==> config.mk <==
export PLATFORM = sky130hd
export DESIGN_NAME = edge_capture_unit
export DESIGN_NICKNAME = d
export VERILOG_FILES = /design/src/rtl/cap_pkg.sv /design/src/rtl/cap_sync.sv /design/src/rtl/cap_channel.sv /design/src/rtl/cap_cnt_src.sv /design/src/rtl/edge_capture_unit.sv
export SDC_FILE = /design/constraint.sdc
export NUM_CORES = 1
export LEC_CHECK = 0
export ABC_AREA = 1
export BUFFER_PORTS_ARGS = -buffer_cell sky130_fd_sc_hd__buf_2
export CORE_ASPECT_RATIO = 1.2
export CORE_MARGIN = 5
export CORE_UTILIZATION = 54
export CTS_CLUSTER_DIAMETER = 80
export CTS_CLUSTER_SIZE = 40
export DETAILED_ROUTE_END_ITERATION = 12
export PLACE_DENSITY = 0.92
export SYNTH_ARGS = -nofsm -noshare
export SYNTH_HDL_FRONTEND = slang
export SYNTH_SLANG_ARGS = --single-unit
==> constraint.sdc <==
create_clock -name clk -period 3.2 [get_ports clk]
set_input_delay 0.32 -clock clk [delete_from_list [all_inputs] [get_ports clk]]
set_output_delay 0.32 -clock clk [all_outputs]
set_load 0.005 [all_outputs]
==> src/rtl/cap_pkg.sv <==
package cap_pkg;

    typedef enum logic [1:0] {
        SRC_CLOCK = 2'd0,
        SRC_RISE  = 2'd1,
        SRC_FALL  = 2'd2,
        SRC_BOTH  = 2'd3
    } cnt_src_e;

    // Per-channel control group, LSB first: rise, fall, irq
    typedef struct packed {
        logic irq_en;
        logic fall_en;
        logic rise_en;
    } cap_cfg_t;

    function automatic logic edge_hit(input logic rise_en, input logic fall_en,
                                      input logic rise, input logic fall);
        return (rise_en & rise) | (fall_en & fall);
    endfunction

endpackage

==> src/rtl/cap_sync.sv <==
module cap_sync #(
    parameter int NUM_CH = 4,
    parameter int STAGES = 2
) (
    input  logic              clk,
    input  logic              rst_n,
    input  logic [NUM_CH-1:0] async_in,
    output logic [NUM_CH-1:0] rise,
    output logic [NUM_CH-1:0] fall
);

    localparam int LAST = STAGES - 1;

    typedef struct packed {
        logic [STAGES-1:0][NUM_CH-1:0] chain;
        logic [NUM_CH-1:0]             prev;
    } sync_t;

    sync_t sync_d, sync_q;

    always_comb begin
        sync_d          = sync_q;
        sync_d.chain[0] = async_in;
        for (int k = 1; k < STAGES; k++) begin
            sync_d.chain[k] = sync_q.chain[k-1];
        end
        sync_d.prev = sync_q.chain[LAST];
    end

    always_ff @(posedge clk or negedge rst_n) begin
        if (!rst_n) sync_q <= '0;
        else        sync_q <= sync_d;
    end

    assign rise = sync_q.chain[LAST] & ~sync_q.prev;
    assign fall = ~sync_q.chain[LAST] & sync_q.prev;

endmodule

==> src/rtl/cap_channel.sv <==
module cap_channel
    import cap_pkg::*;
#(
    parameter int CNT_W = 32
) (
    input  logic             clk,
    input  logic             rst_n,
    input  logic             rise,
    input  logic             fall,
    input  cap_cfg_t         cfg,
    input  logic [CNT_W-1:0] count_val,
    input  logic             clr,
    output logic [CNT_W-1:0] value,
    output logic             flag
);

    typedef struct packed {
        logic [CNT_W-1:0] value;
        logic             flag;
    } chan_t;

    chan_t ch_d, ch_q;
    logic  hit;

    always_comb begin
        hit  = edge_hit(cfg.rise_en, cfg.fall_en, rise, fall);
        ch_d = ch_q;
        if (hit) ch_d.value = count_val;
        // a set in the same cycle overrides the clear
        if (hit && cfg.irq_en) ch_d.flag = 1'b1;
        else if (clr)          ch_d.flag = 1'b0;
    end

    always_ff @(posedge clk or negedge rst_n) begin
        if (!rst_n) ch_q <= '0;
        else        ch_q <= ch_d;
    end

    assign value = ch_q.value;
    assign flag  = ch_q.flag;

endmodule

==> src/rtl/cap_cnt_src.sv <==
module cap_cnt_src
    import cap_pkg::*;
#(
    parameter int NUM_CH = 4,
    parameter int SEL_W  = 2
) (
    input  logic [1:0]        mode,
    input  logic [SEL_W-1:0]  sel,
    input  logic [NUM_CH-1:0] rise,
    input  logic [NUM_CH-1:0] fall,
    output logic              count_en
);

    logic sel_rise, sel_fall;

    always_comb begin
        sel_rise = 1'b0;
        sel_fall = 1'b0;
        if (int'(sel) < NUM_CH) begin
            sel_rise = rise[sel];
            sel_fall = fall[sel];
        end
        unique case (cnt_src_e'(mode))
            SRC_CLOCK: count_en = 1'b1;
            SRC_RISE:  count_en = sel_rise;
            SRC_FALL:  count_en = sel_fall;
            SRC_BOTH:  count_en = sel_rise | sel_fall;
            default:   count_en = 1'b0;
        endcase
    end

endmodule

==> src/rtl/edge_capture_unit.sv <==
module edge_capture_unit
    import cap_pkg::*;
#(
    parameter int NUM_CH      = 4,
    parameter int CNT_W       = 32,
    parameter int SYNC_STAGES = 2,
    parameter int SEL_W       = (NUM_CH > 1) ? $clog2(NUM_CH) : 1
) (
    input  logic                    clk,
    input  logic                    rst_n,
    input  logic [NUM_CH-1:0]       cap_in,
    input  logic [CNT_W-1:0]        count_val,
    input  logic [3*NUM_CH-1:0]     cap_ctrl,
    input  logic [NUM_CH-1:0]       clr_flags,
    input  logic [1:0]              cnt_mode,
    input  logic [SEL_W-1:0]        cnt_sel,
    output logic [NUM_CH*CNT_W-1:0] cap_value,
    output logic [NUM_CH-1:0]       cap_flags,
    output logic                    count_en
);

    localparam int GRP_W = 3;

    logic [NUM_CH-1:0] rise, fall;

    cap_sync #(.NUM_CH(NUM_CH), .STAGES(SYNC_STAGES)) u_sync (
        .clk      (clk),
        .rst_n    (rst_n),
        .async_in (cap_in),
        .rise     (rise),
        .fall     (fall)
    );

    for (genvar n = 0; n < NUM_CH; n++) begin : g_chan
        cap_channel #(.CNT_W(CNT_W)) u_chan (
            .clk       (clk),
            .rst_n     (rst_n),
            .rise      (rise[n]),
            .fall      (fall[n]),
            .cfg       (cap_cfg_t'(cap_ctrl[GRP_W*n +: GRP_W])),
            .count_val (count_val),
            .clr       (clr_flags[n]),
            .value     (cap_value[CNT_W*n +: CNT_W]),
            .flag      (cap_flags[n])
        );
    end

    cap_cnt_src #(.NUM_CH(NUM_CH), .SEL_W(SEL_W)) u_src (
        .mode     (cnt_mode),
        .sel      (cnt_sel),
        .rise     (rise),
        .fall     (fall),
        .count_en (count_en)
    );

endmodule

* Word level (Yosys, flattened, before mapping)
Index checks and enable logic that the tools add are counted.
** Word-level totals
- Register bits after elaboration :: 144
- Bits in latches :: 0
- Memory bits (writable) :: 0
- Bits in read-only memories :: 0
- Output and inout bits :: 133
- Word-level logic and storage cells :: 54
- Memories kept :: 0
** Operators by class
- $add $sub $neg :: 0
- Multipliers :: 0
- Div/mod/pow operators :: 0
- Magnitude comparators :: 1
- Equal/unequal tests :: 3
- Shift operators :: 0
- Mux-type cells :: 13
- Bitwise logic cells :: 17
- Reduce and logical (&&, ||, !) cells :: 9
** Operator list (number)
- two-way mux 1 bit :: 10
- bitwise AND 1 bit :: 8
- bitwise AND 4 bit :: 2
- NOT 4 bit :: 2
- nonzero test 2 bit :: 4
- OR 1 bit :: 5
- binary-select mux 1 bit (select 2 bit) :: 2
- equality test 2 bit (second input constant) :: 2
- logical AND 1 bit :: 4
- one-hot mux 1 bit (4 select lines) :: 1
- < comparator 2 x 3 -> 1 bit (second input constant) :: 1
- equality test 2 x 1 -> 1 bit (second input constant) :: 1
- zero test 2 bit :: 1

* Depth between registers and ports, before layout
Gate-level depths: netlist of the first run.
- Word-level depth :: 6
- Gate-level depth with buffers :: 7

* By module
A second synthesis of the first run with hierarchy kept.
** Unflattened totals
- Cells, all modules :: 636
- Area total of the unflattened synthesis :: 5914.4 sq um
** Modules (own cells, without submodules)
- cap_channel :: instances 4, cells an instance 145, area each 1358.8 sq um
- cap_sync :: instances 1, cells an instance 28, area each 360.3 sq um
- cap_cnt_src :: instances 1, cells an instance 28, area each 118.9 sq um

* Least setup slack after synthesis of the first run
Ideal clock, no wire load.
- Kind :: reg2out
- From :: register u_sync.sync_q (netlist bit u_sync.sync_d[3])
- To :: output count_en
- Arrival :: 0.758 ns
- Path slack :: 2.122 ns
- Cell stages (with the launch flop) :: 6
- Buffers on the path :: 0
- Cells stage by stage :: dfrtp_1 inv_1 nand3_1 nand3_1 nand3_1 nand3_1
** Between the ends
- Word-level cells in the longest chain between the ends :: 6
** RTL lines
- start: declaration :: line cap_sync.sv:19 : sync_t sync_d, sync_q;
- start signal: assignment :: line cap_sync.sv:32 : else sync_q <= sync_d;
- NOT 4 bit :: line cap_sync.sv:36 : assign fall = ~sync_q.chain[LAST] & sync_q.prev;
- bitwise AND 4 bit :: line cap_sync.sv:36
- binary-select mux 1 bit (select 2 bit) :: line cap_cnt_src.sv:21 : sel_fall = fall[sel];
- two-way mux 1 bit (not written as such) :: line cap_cnt_src.sv:21
- OR 1 bit :: line cap_cnt_src.sv:27 : SRC_BOTH: count_en = sel_rise | sel_fall;
- one-hot mux 1 bit (4 select lines) (*) :: line cap_cnt_src.sv:23 : unique case (cnt_src_e'(mode))
- end: declaration :: line edge_capture_unit.sv:19 : output logic count_en
Mark *: on every way between the ends. The rest lies on a longest branch, timed or not. The select of a mux whose other input is x is not followed.

* Worst setup path after layout of the first run
- From :: register u_sync.sync_q (netlist bit u_sync.sync_d[2])
- To :: register g_chan[2].u_chan.ch_q (netlist bit g_chan[2].u_chan.value[1])
** Between the ends
- Word-level cells in the longest chain between the ends :: 4
** RTL lines
- NOT 4 bit :: line cap_sync.sv:36
- bitwise AND 4 bit :: line cap_sync.sv:36
- bitwise AND 1 bit :: line cap_pkg.sv:19 : return (rise_en & rise) | (fall_en & fall);
- OR 1 bit (*) :: line cap_pkg.sv:19
- end signal: assignment :: line cap_channel.sv:36 : else ch_q <= ch_d;
- end: declaration :: line cap_channel.sv:22 : chan_t ch_d, ch_q;
Mark *: on every way between the ends. The rest lies on a longest branch, timed or not.
A chain may end at the register's enable or synchronous reset.

==> results of run 1 <==
-- power groups by stage --
stage / combinational [uW] / clock [uW] / sequential [uW]
3_5_place_dp: 803 / 0 / 2290
6_report: 788 / 1910 / 2270
2_1_floorplan: 340 / 0 / 2310
3_3_place_gp: 764 / 0 / 2280
5_1_grt: 895 / 2030 / 2300
4_1_cts: 804 / 1940 / 2270
-- cell usage in the layout, fill, tap and decap left out --
cell           instances
buf_2                189
buf_4                  2
buf_6                  1
bufinv_16              2
clkbuf_1               2
clkbuf_16             17
clkbuf_8               3
clkinv_2               5
clkinv_4               2
clkinvlp_4             1
dfrtp_1              144
dlygate4sd3_1          1
inv_1                 14
inv_4                  3
inv_6                  1
nand2_1              358
nand2_2               31
nand2_4                3
nand3_1               17
nand3_2                6
o21ai_0                4
or2_2                  1
-- per-layer routing --
layer | part of all wire, % | wire [um]
met4 | 1.9 | 274
met3 | 7.8 | 1130
met5 | 0 | 0
met1 | 39 | 5580
met2 | 52 | 7460
-- metrics by stage --
step	instance area [um2]	hold WS, ns	utilization, %	power (uW)	cells
finish	7150	0.0143	68.7	4970	936
global route	7150	0.000583	68.7	5220	936
CTS	7150	0.00218	68.7	5010	936
detailed placement	6560	0.336	63.0	3090	903
global placement	6560	0.332	63.0	3050	903
floorplan	5700	0.0244	-	2650	610
-- state kept, by name (all words and copies together), names as in the netlist --
signal	count
g_chan.u_chan.value	128
u_sync.sync_d	8
g_chan.u_chan.flag	4
u_sync.sync_q	4
-- area by class of cell --
class / instances / area (um2)
clock buffer: 22 / 474
multi-input combinational: 420 / 1740
inverter: 18 / 80.1
fill: 807 / 3260
timing repair buffer: 193 / 982
clock inverter: 10 / 110
sequential: 144 / 3600
tap: 129 / 161
-- worst max-delay path by stage --
stage	end	slack (ns)	cells past startpoint
2_1_floorplan	count_en	2.12	5
3_3_place_gp	g_chan[2].u_chan.value[27]	1.59	6
3_5_place_dp	g_chan[2].u_chan.value[6]	1.52	6
4_1_cts	g_chan[2].u_chan.value[1]	1.48	6
5_1_grt	g_chan[2].u_chan.value[0]	1.29	6
6_report	g_chan[2].u_chan.value[1]	1.47	6
-- worst reg2reg max path, delay by kind of cell, from the launching register on --
kind                   cells  cell delay, ns
buffers and inverters      2            0.37
AND/OR/NAND/NOR            4            0.83
flip-flops                 1            0.41
-- timing repair --
action,in CTS,in global routing
endpoints found under the hold margin,77,0
hold buffers,1,0
gates resized for setup,0,0
-- kinds of logic (layout without fill, tap and decap cells) --
logic type | count (synthesis) | after routing
compound gates | 4 | 4
buf+inv | 46 | 243
flops | 144 | 144
simple gates | 416 | 416
==> metrics, run 1 <==
Core Box Area=0.0104 mm2; P_leak=0.00415 uW; xor/xnor cell area share of the yosys netlist=0%; CP Class=register to register; crit path launch type=register; sequential power share=45.7%; Crit-path slowest cell=nand2_2; Skew-Pair Late Insertion Delay=0.41 ns; crit end category=register; # clock sinks=144; number of global-route vias before repair=4703; clock power share=38.5%; Adder-Cell Fraction of Synth Area=0%; Final Wtd Congestion=0.817; layer with the highest usage=met2; min cycle time layout=1.73 ns; hold path cells=1; Worst Path Arrival=2.02 ns; Avg Vias per Cell=4.91; Setup TNS Final=0 ns; Synth top area share=63.3%; DP Worst Slack=1.52 ns; worst reg2reg path depth=6; Boundary Pins=191; Die Y=123 um; hold path startpoint=cap_in[0]; Longest Clk Path Bufs=2; Max rail drop VDD=0.346 mV; Post-synth top flop=dfrtp_1; outcome=finished, final reports clean; post-synthesis cell area=0.00570 mm2; DRC viols=0; Post-Synth Simple-Gate Area=30.3%; final worst-path cycle share=54.1%; Tightest Pin Transition=0.700 ns; die footprint=0.0127 mm2; max incr delay on CP=0.53 ns; M3 GR Usage=7.94%; Area Overhead vs Synth=25.6%; die width=104 um; slew margin rel.=53.2%; Max-cap violations=0; starting density of the core=54.7%; cell count after synthesis=610; Final Slew Violations=0; reg2reg start=u_sync.sync_d[2]; CTS buffer count=17; detailed-route wire length per cell=15.4 um; routing usage on met2=38.3%; CP Launch Point=u_sync.sync_d[2]; crit-path most repeated cell=nand2_1; Post-synth ARST share=100%; RSZ-0062 raised after global routing=no; Synth warnings=0; routed vias=4592; Synth top cells by count=nand2_1, dfrtp_1, nand2_2, nand3_1, inv_1; worst path cell trace=inv_1 > nand3_1 > nand2_2 > inv_4 > nand2_1 > nand2_1; fmax=578 MHz; post-DP HPWL=9860 um; GRT Overall Usage=23.1%; CP bufs+invs=2; largest net degree at the start of global routing=80; multiplexer area fraction after synthesis=0%; WP data required=3.49 ns; postcts setup bufs=0; First DRT Iteration DRCs=183; Detailed Routing Iterations Pass 1=4; root buf cell=clkbuf_16; library cells used by synthesis=16; cell family with most CP delay=simple AND/OR/NAND/NOR gates; syn nets=668; met1 global-route usage=27.7%; share of layout cells above drive strength 1=33.1%; area leader, netlist=dfrtp_1; site row count=41; top post-synthesis cells by area=dfrtp_1, nand2_1, nand2_2, buf_6, buf_4; Worst Hold Class=input pin to register; Total Wirelength=14400 um; clk slew on worst S/H paths=0.06 ns; Post-synth EDFFs=0; post-synthesis sequential area ratio=63.3%; Switching Share=26.8%; syn_area_per_cell=9.34 um2; main combinational cell family by area after synthesis=simple AND/OR/NAND/NOR gates; antenna violations before repair=0; antenna viol nets, final=0; PortBufs=190; crit path max fanout=34; CTS tree=built; hold endpoint=u_sync.sync_d[8]; hold violation count in the final report=0; H-tree depth=4; Antenna Cells=0; power density over the cells=695 mW/mm2; reg-to-reg critical path endpoint=g_chan[2].u_chan.value[1]; nets=852; most frequent cell after synthesis=nand2_1; R2R setup slack=1.47 ns; Final Skew=0.00884 ns; Comb power frac=15.9%; final setup violation count=0; Internal=3640 uW; total grt overflow=0; Seq cells post-synth=144; Synth Area in Compound Gates=0.351%; global-route wire length before repair=23300 um; setup ws final=1.47 ns; net switching power=1330 uW
Note: power is estimated with default switching activity, not from simulation.
==> run 2: changes to the inputs <==
Settings changed: ABC_AREA 1 to 0, CORE_UTILIZATION 54 to 51, PLACE_DENSITY 0.92 to 0.87.
Clock period 3.2 ns to 1.7 ns, I/O delays scaled along.
==> run 2 against run 1 <==
Compared with the run above: the run now ends with negative setup slack left; die area increased by 10%; clock-buffer cell count fell by 4; area after synthesis grew 4.8%; sequential cell count unchanged; via count down 23%; power rose by 110%; largest cell class unchanged.
==> metrics, run 2 <==
Max-cap violations=0; First DRT Iteration DRCs=149; starting density of the core=51.9%; Comb power frac=20.0%; Total Wirelength=13700 um; Tightest Pin Transition=0.477 ns; antenna violations before repair=0; DRC viols=0; PortBufs=190; Post-synth top flop=dfrtp_1; net switching power=2590 uW; die footprint=0.0140 mm2; Worst Path Arrival=1.70 ns; Synth warnings=0; hold path startpoint=count_val[31]; Post-DP Area=0.00705 mm2; CP Class=register to primary output; library cells used by synthesis=17; GRT Overall Usage=20.0%; hold path cells=2; reg-to-reg critical path endpoint=g_chan[1].u_chan.value[28]; finished layout cell area=0.00786 mm2; top post-synthesis cells by area=dfrtp_1, mux2_4, mux2_2, buf_12, buf_6; antenna viol nets, final=0; site row count=43; Internal=7700 uW; global-route wire length before repair=21200 um; fmax=534 MHz; clk slew on worst S/H paths=0.06 ns; post-synthesis sequential area ratio=60.4%; Synth top cells by count=dfrtp_1, mux2_4, mux2_2, buf_6, nor2b_1; post-DP HPWL=9680 um; die width=109 um; Final Slew Violations=0; Finished Core Util=68.2%; Post-synth EDFFs=0; Antenna Cells=0; hold violation count in the final report=0; commonest non-fill, non-tap cell in the layout=buf_2; Worst Hold Class=input pin to register; post-synthesis cell area=0.00597 mm2; syn nets=381; cell count after synthesis=323; Die Y=129 um; area leader, netlist=dfrtp_1; crit path max fanout=3; most frequent cell after synthesis=dfrtp_1; routed vias=3519; Core Box Area=0.0115 mm2; Switching Share=25.2%; outcome=finished with violations; Detailed Routing Iterations Pass 1=4; CTS buffer count=17; crit path launch type=register; WP data required=1.53 ns; power density over the cells=1310 mW/mm2; Min Hold Slack=0.0421 ns; Synth top area share=60.4%; detailed-route wire length per cell=19.2 um; reg2reg start=u_sync.sync_q[1]; # clock sinks=144; slew margin rel.=68.2%; RSZ-0062 raised after global routing=yes; Avg Vias per Cell=4.95; nets=599; setup ws final=-0.173 ns; number of global-route vias before repair=3962; share of layout cells above drive strength 1=67.9%; final setup violation count=1; root buf cell=clkbuf_16; worst reg2reg path depth=5; syn_area_per_cell=18.5 um2; total grt overflow=0; Area Overhead vs Synth=31.6%; largest net degree at the start of global routing=48; Final Skew=0.00862 ns; min cycle time layout=1.87 ns; Longest Clk Path Bufs=2; max reg flops=128; commonest non-fill, non-tap cells in the layout=buf_2, dfrtp_1, mux2_4; final worst-path cycle share=110%; failing checks=negative setup slack; Post-synth ARST share=100%; Setup TNS Final=-0.173 ns; P_leak=0.00393 uW; H-tree depth=4; Skew-Pair Late Insertion Delay=0.40 ns; CTS tree=built; Seq cells post-synth=144; Boundary Pins=191; Max rail drop VDD=0.764 mV; sequential power share=42.6%; crit end category=primary output; hold endpoint=g_chan[0].u_chan.value[31]; clock power share=37.3%; R2R setup slack=0.11 ns; Final Wtd Congestion=0.797; Filler cells=824
## run 2: cell types whose count changed after synthesis, sizes merged, moves of 2 or more
cell	before	now
mux2	0	128
buf	28	20
nand2	392	6
a22o	0	3
nor2b	0	8
inv	18	5
mux4	0	2
nand3	23	0
## run 2: worst max-delay path by stage
stage,end,startpoint,slack [ns],depth (start not counted)
finish,count_en,u_sync.sync_d[3],-0.17,5
global route,count_en,u_sync.sync_d[3],-0.24,6
CTS,count_en,u_sync.sync_d[3],-0.18,6
detailed placement,g_chan[1].u_chan.value[28],u_sync.sync_q[1],0.14,4
global placement,g_chan[0].u_chan.value[29],u_sync.sync_d[0],0.23,4
floorplan,g_chan[0].u_chan.value[12],u_sync.sync_d[0],0.29,5
## run 2: layer usage
metal	GRT usage [%]	up-vias	routed length, um
li1	-	1562	-
met1	22.5	1804	5150
met2	35.1	122	7280
met3	5.82	31	829
met4	8.84	0	409
met5	0	-	0
## run 2: repair_timing
action | in CTS | in global routing
resized for setup | 7 | 1
hold endpoints to repair | 52 | 0
setup endpoints to repair | 1 | 1
pin swaps | 3 | 0
hold buffers | 13 | 0
setup buffers | 5 | 0
## run 2: cell families (layout without fill, tap and decap cells)
family                 after synthesis  in the layout  synth area share, %
buffers and inverters               25            256                 4.72
AOI/OAI and AO/OA                    9              9                 1.24
and+or+nand+nor                     15             15                 1.45
muxes                              130            130                 32.3
DFF                                144            144                 60.4
## run 2: critical path, cell delays in order, from the launching register on
cell and delay (ns):
dfrtp_1 0.41, nor2b_4 0.14, mux4_2 0.47, nand2_1 0.07
o211ai_1 0.07, buf_2 0.14
## run 2: layout make-up
class	count	area, um2	area share, %
Clock buffer	18	439	5.59
Multi-Input combinational cell	154	2110	26.8
Tap cell	157	196	2.50
Inverter	5	18.8	0.239
Timing Repair Buffer	219	1310	16.7
Sequential cell	144	3600	45.9
Clock inverter	14	179	2.28
## run 2: power groups by stage
stage	Sequential (uW)	Combinational [uW]	Clock, uW
after floorplan	4430	1070	0
after global placement	4400	1980	0
after detailed placement	4420	2060	0
after CTS	4390	2100	3910
after global routing	4450	2220	4060
final	4390	2060	3840
## run 2: per-stage QoR
step,power [uW],instances,setup WS (ns)
after CTS,10400,711,-0.176
after global placement,6380,661,0.230
final,10300,711,-0.173
after global routing,10700,711,-0.238
after detailed placement,6480,661,0.142
after floorplan,5500,323,0.294
==> run 3: changes to the inputs <==
Settings changed: CELL_PAD_IN_SITES_DETAIL_PLACEMENT set to 0, CELL_PAD_IN_SITES_GLOBAL_PLACEMENT set to 1, CORE_UTILIZATION 51 to 42.
==> run 3 against run 2 <==
Compared with the run above: the flow still finishes with violations (negative setup slack); final cell count rose by 2.4%; sequential power barely moved; hold slack got worse by 0.0040 ns; final area rose by 0.89%; global-route usage fell by 3.3 points; critical path depth did not move; critical path type unchanged; highest routed layer unchanged.
==> metrics, run 3 (synthesis results as in run 2) <==
outcome=finished with violations; failing checks=negative setup slack; Final Skew=0.00929 ns; slew margin rel.=78.7%; Max rail drop VDD=0.708 mV; Filler cells=1103; crit path launch type=register; nets=602; die footprint=0.0167 mm2; Worst Path Arrival=1.73 ns; Max-cap violations=0; CP Launch Point=u_sync.sync_d[3]; Longest Clk Path Bufs=2; total grt overflow=0; Worst Hold Class=input pin to register; First DRT Iteration DRCs=135; root buf cell=clkbuf_16; share of layout cells above drive strength 1=68.2%; detailed-route wire length per cell=19.2 um; Final Total Pwr=10400 uW; WP data required=1.53 ns; post-DP HPWL=9780 um; crit end category=primary output; P_leak=0.00395 uW; GRT Overall Usage=16.7%; Die Y=141 um; setup ws final=-0.204 ns; DP Worst Slack=0.148 ns; RSZ-0062 raised after global routing=yes; hold violation count in the final report=0; final worst-path cycle share=112%; commonest non-fill, non-tap cell in the layout=buf_2; starting density of the core=43.0%; crit path max fanout=3; reg2reg start=u_sync.sync_d[0]; DRC viols=0; commonest non-fill, non-tap cells in the layout=buf_2, dfrtp_1, mux2_4; # clock sinks=144; CP Class=register to primary output; global-route wire length before repair=21900 um; final setup violation count=1; Boundary Pins=191; Antenna Cells=0; Detailed Routing Iterations Pass 1=4; clk slew on worst S/H paths=0.06 ns; Skew-Pair Late Insertion Delay=0.41 ns; die width=119 um; power density over the cells=1310 mW/mm2; CTS buffer count=17; Avg Vias per Cell=4.82; Final Wtd Congestion=0.744; antenna violations before repair=0; antenna viol nets, final=0; H-tree depth=4; routed vias=3511; Final Slew Violations=0; hold path startpoint=count_val[9]; min cycle time layout=1.90 ns; Tightest Pin Transition=0.319 ns; fmax=525 MHz; site row count=47; PortBufs=190; Area Overhead vs Synth=32.8%; number of global-route vias before repair=4012; max reg flops=128; CTS tree=built; largest net degree at the start of global routing=61; Total Wirelength=14000 um; Core Box Area=0.0139 mm2
run 3: worst max-delay path, cell delays in order (launching register included):
cell and delay [ns]:
dfrtp_1 0.44, nor2b_4 0.15, mux4_2 0.45, nand2_1 0.07, o211ai_1 0.07, buf_2 0.14
run 3: path summary, 6_finish.rpt:
path | cells after the start | slack [ns] | end
setup / recovery | 5 | -0.20 | count_en
hold / removal | 2 | 0.04 | g_chan[3].u_chan.value[9]
setup reg to reg | 5 | 0.03 | g_chan[0].u_chan.value[21]
hold reg to reg | 0 | 0.35 | u_sync.sync_d[1]
max in group asynchronous | 3 | 0.87 | g_chan[0].u_chan.value[27]
min in group asynchronous | 2 | 0.20 | g_chan[2].u_chan.value[18]
run 3: final cells by class:
type,count,area [um2],share of cell area (%)
Sequential cell,144,3600,45.5
Clock inverter,13,188,2.37
Multi-Input combinational cell,154,2110,26.7
Tap cell,171,214,2.70
Inverter,5,18.8,0.237
Clock buffer,19,443,5.59
Timing Repair Buffer,222,1350,17.0
run 3: metrics by stage:
| stage | instance area (um2) | util [%] | setup TNS [ns] | std cells | hold WS (ns) |
|---|---|---|---|---|---|
| after floorplan | 5970 | - | 0 | 323 | -0.126 |
| after global placement | 7080 | 51.0 | 0 | 675 | 0.0668 |
| after detailed placement | 7080 | 51.0 | 0 | 675 | 0.0706 |
| after CTS | 7880 | 56.8 | -0.189 | 725 | 0.0175 |
| after global routing | 7930 | 57.1 | -0.249 | 728 | 0.0180 |
| final | 7930 | 57.1 | -0.204 | 728 | 0.0381 |
run 3: power by group:
part / switching (uW) / internal, uW / leakage [uW]
clock: 1420 / 2500 / 0.000299
combinational: 758 / 1310 / 0.00195
sequential: 363 / 4030 / 0.00169
total: 2540 / 7830 / 0.00395
run 3: metal layers:
metal | track usage [%] | part of all wire [%] | up-vias
met2 | 28.5 | 51 | 139
met4 | 8.18 | 3.5 | 0
met5 | 0 | 0 | -
met3 | 5.17 | 6.0 | 28
met1 | 19.2 | 39 | 1780
li1 | - | - | 1564
run 3: what timing repair did:
action                                  4_1_cts  5_1_grt
endpoints found under the hold margin        92        0
setup buffers                                 5        3
hold buffers                                 13        0
gates resized for setup                       3        7
pin swaps                                     2        0
endpoints found under the setup margin        1       18
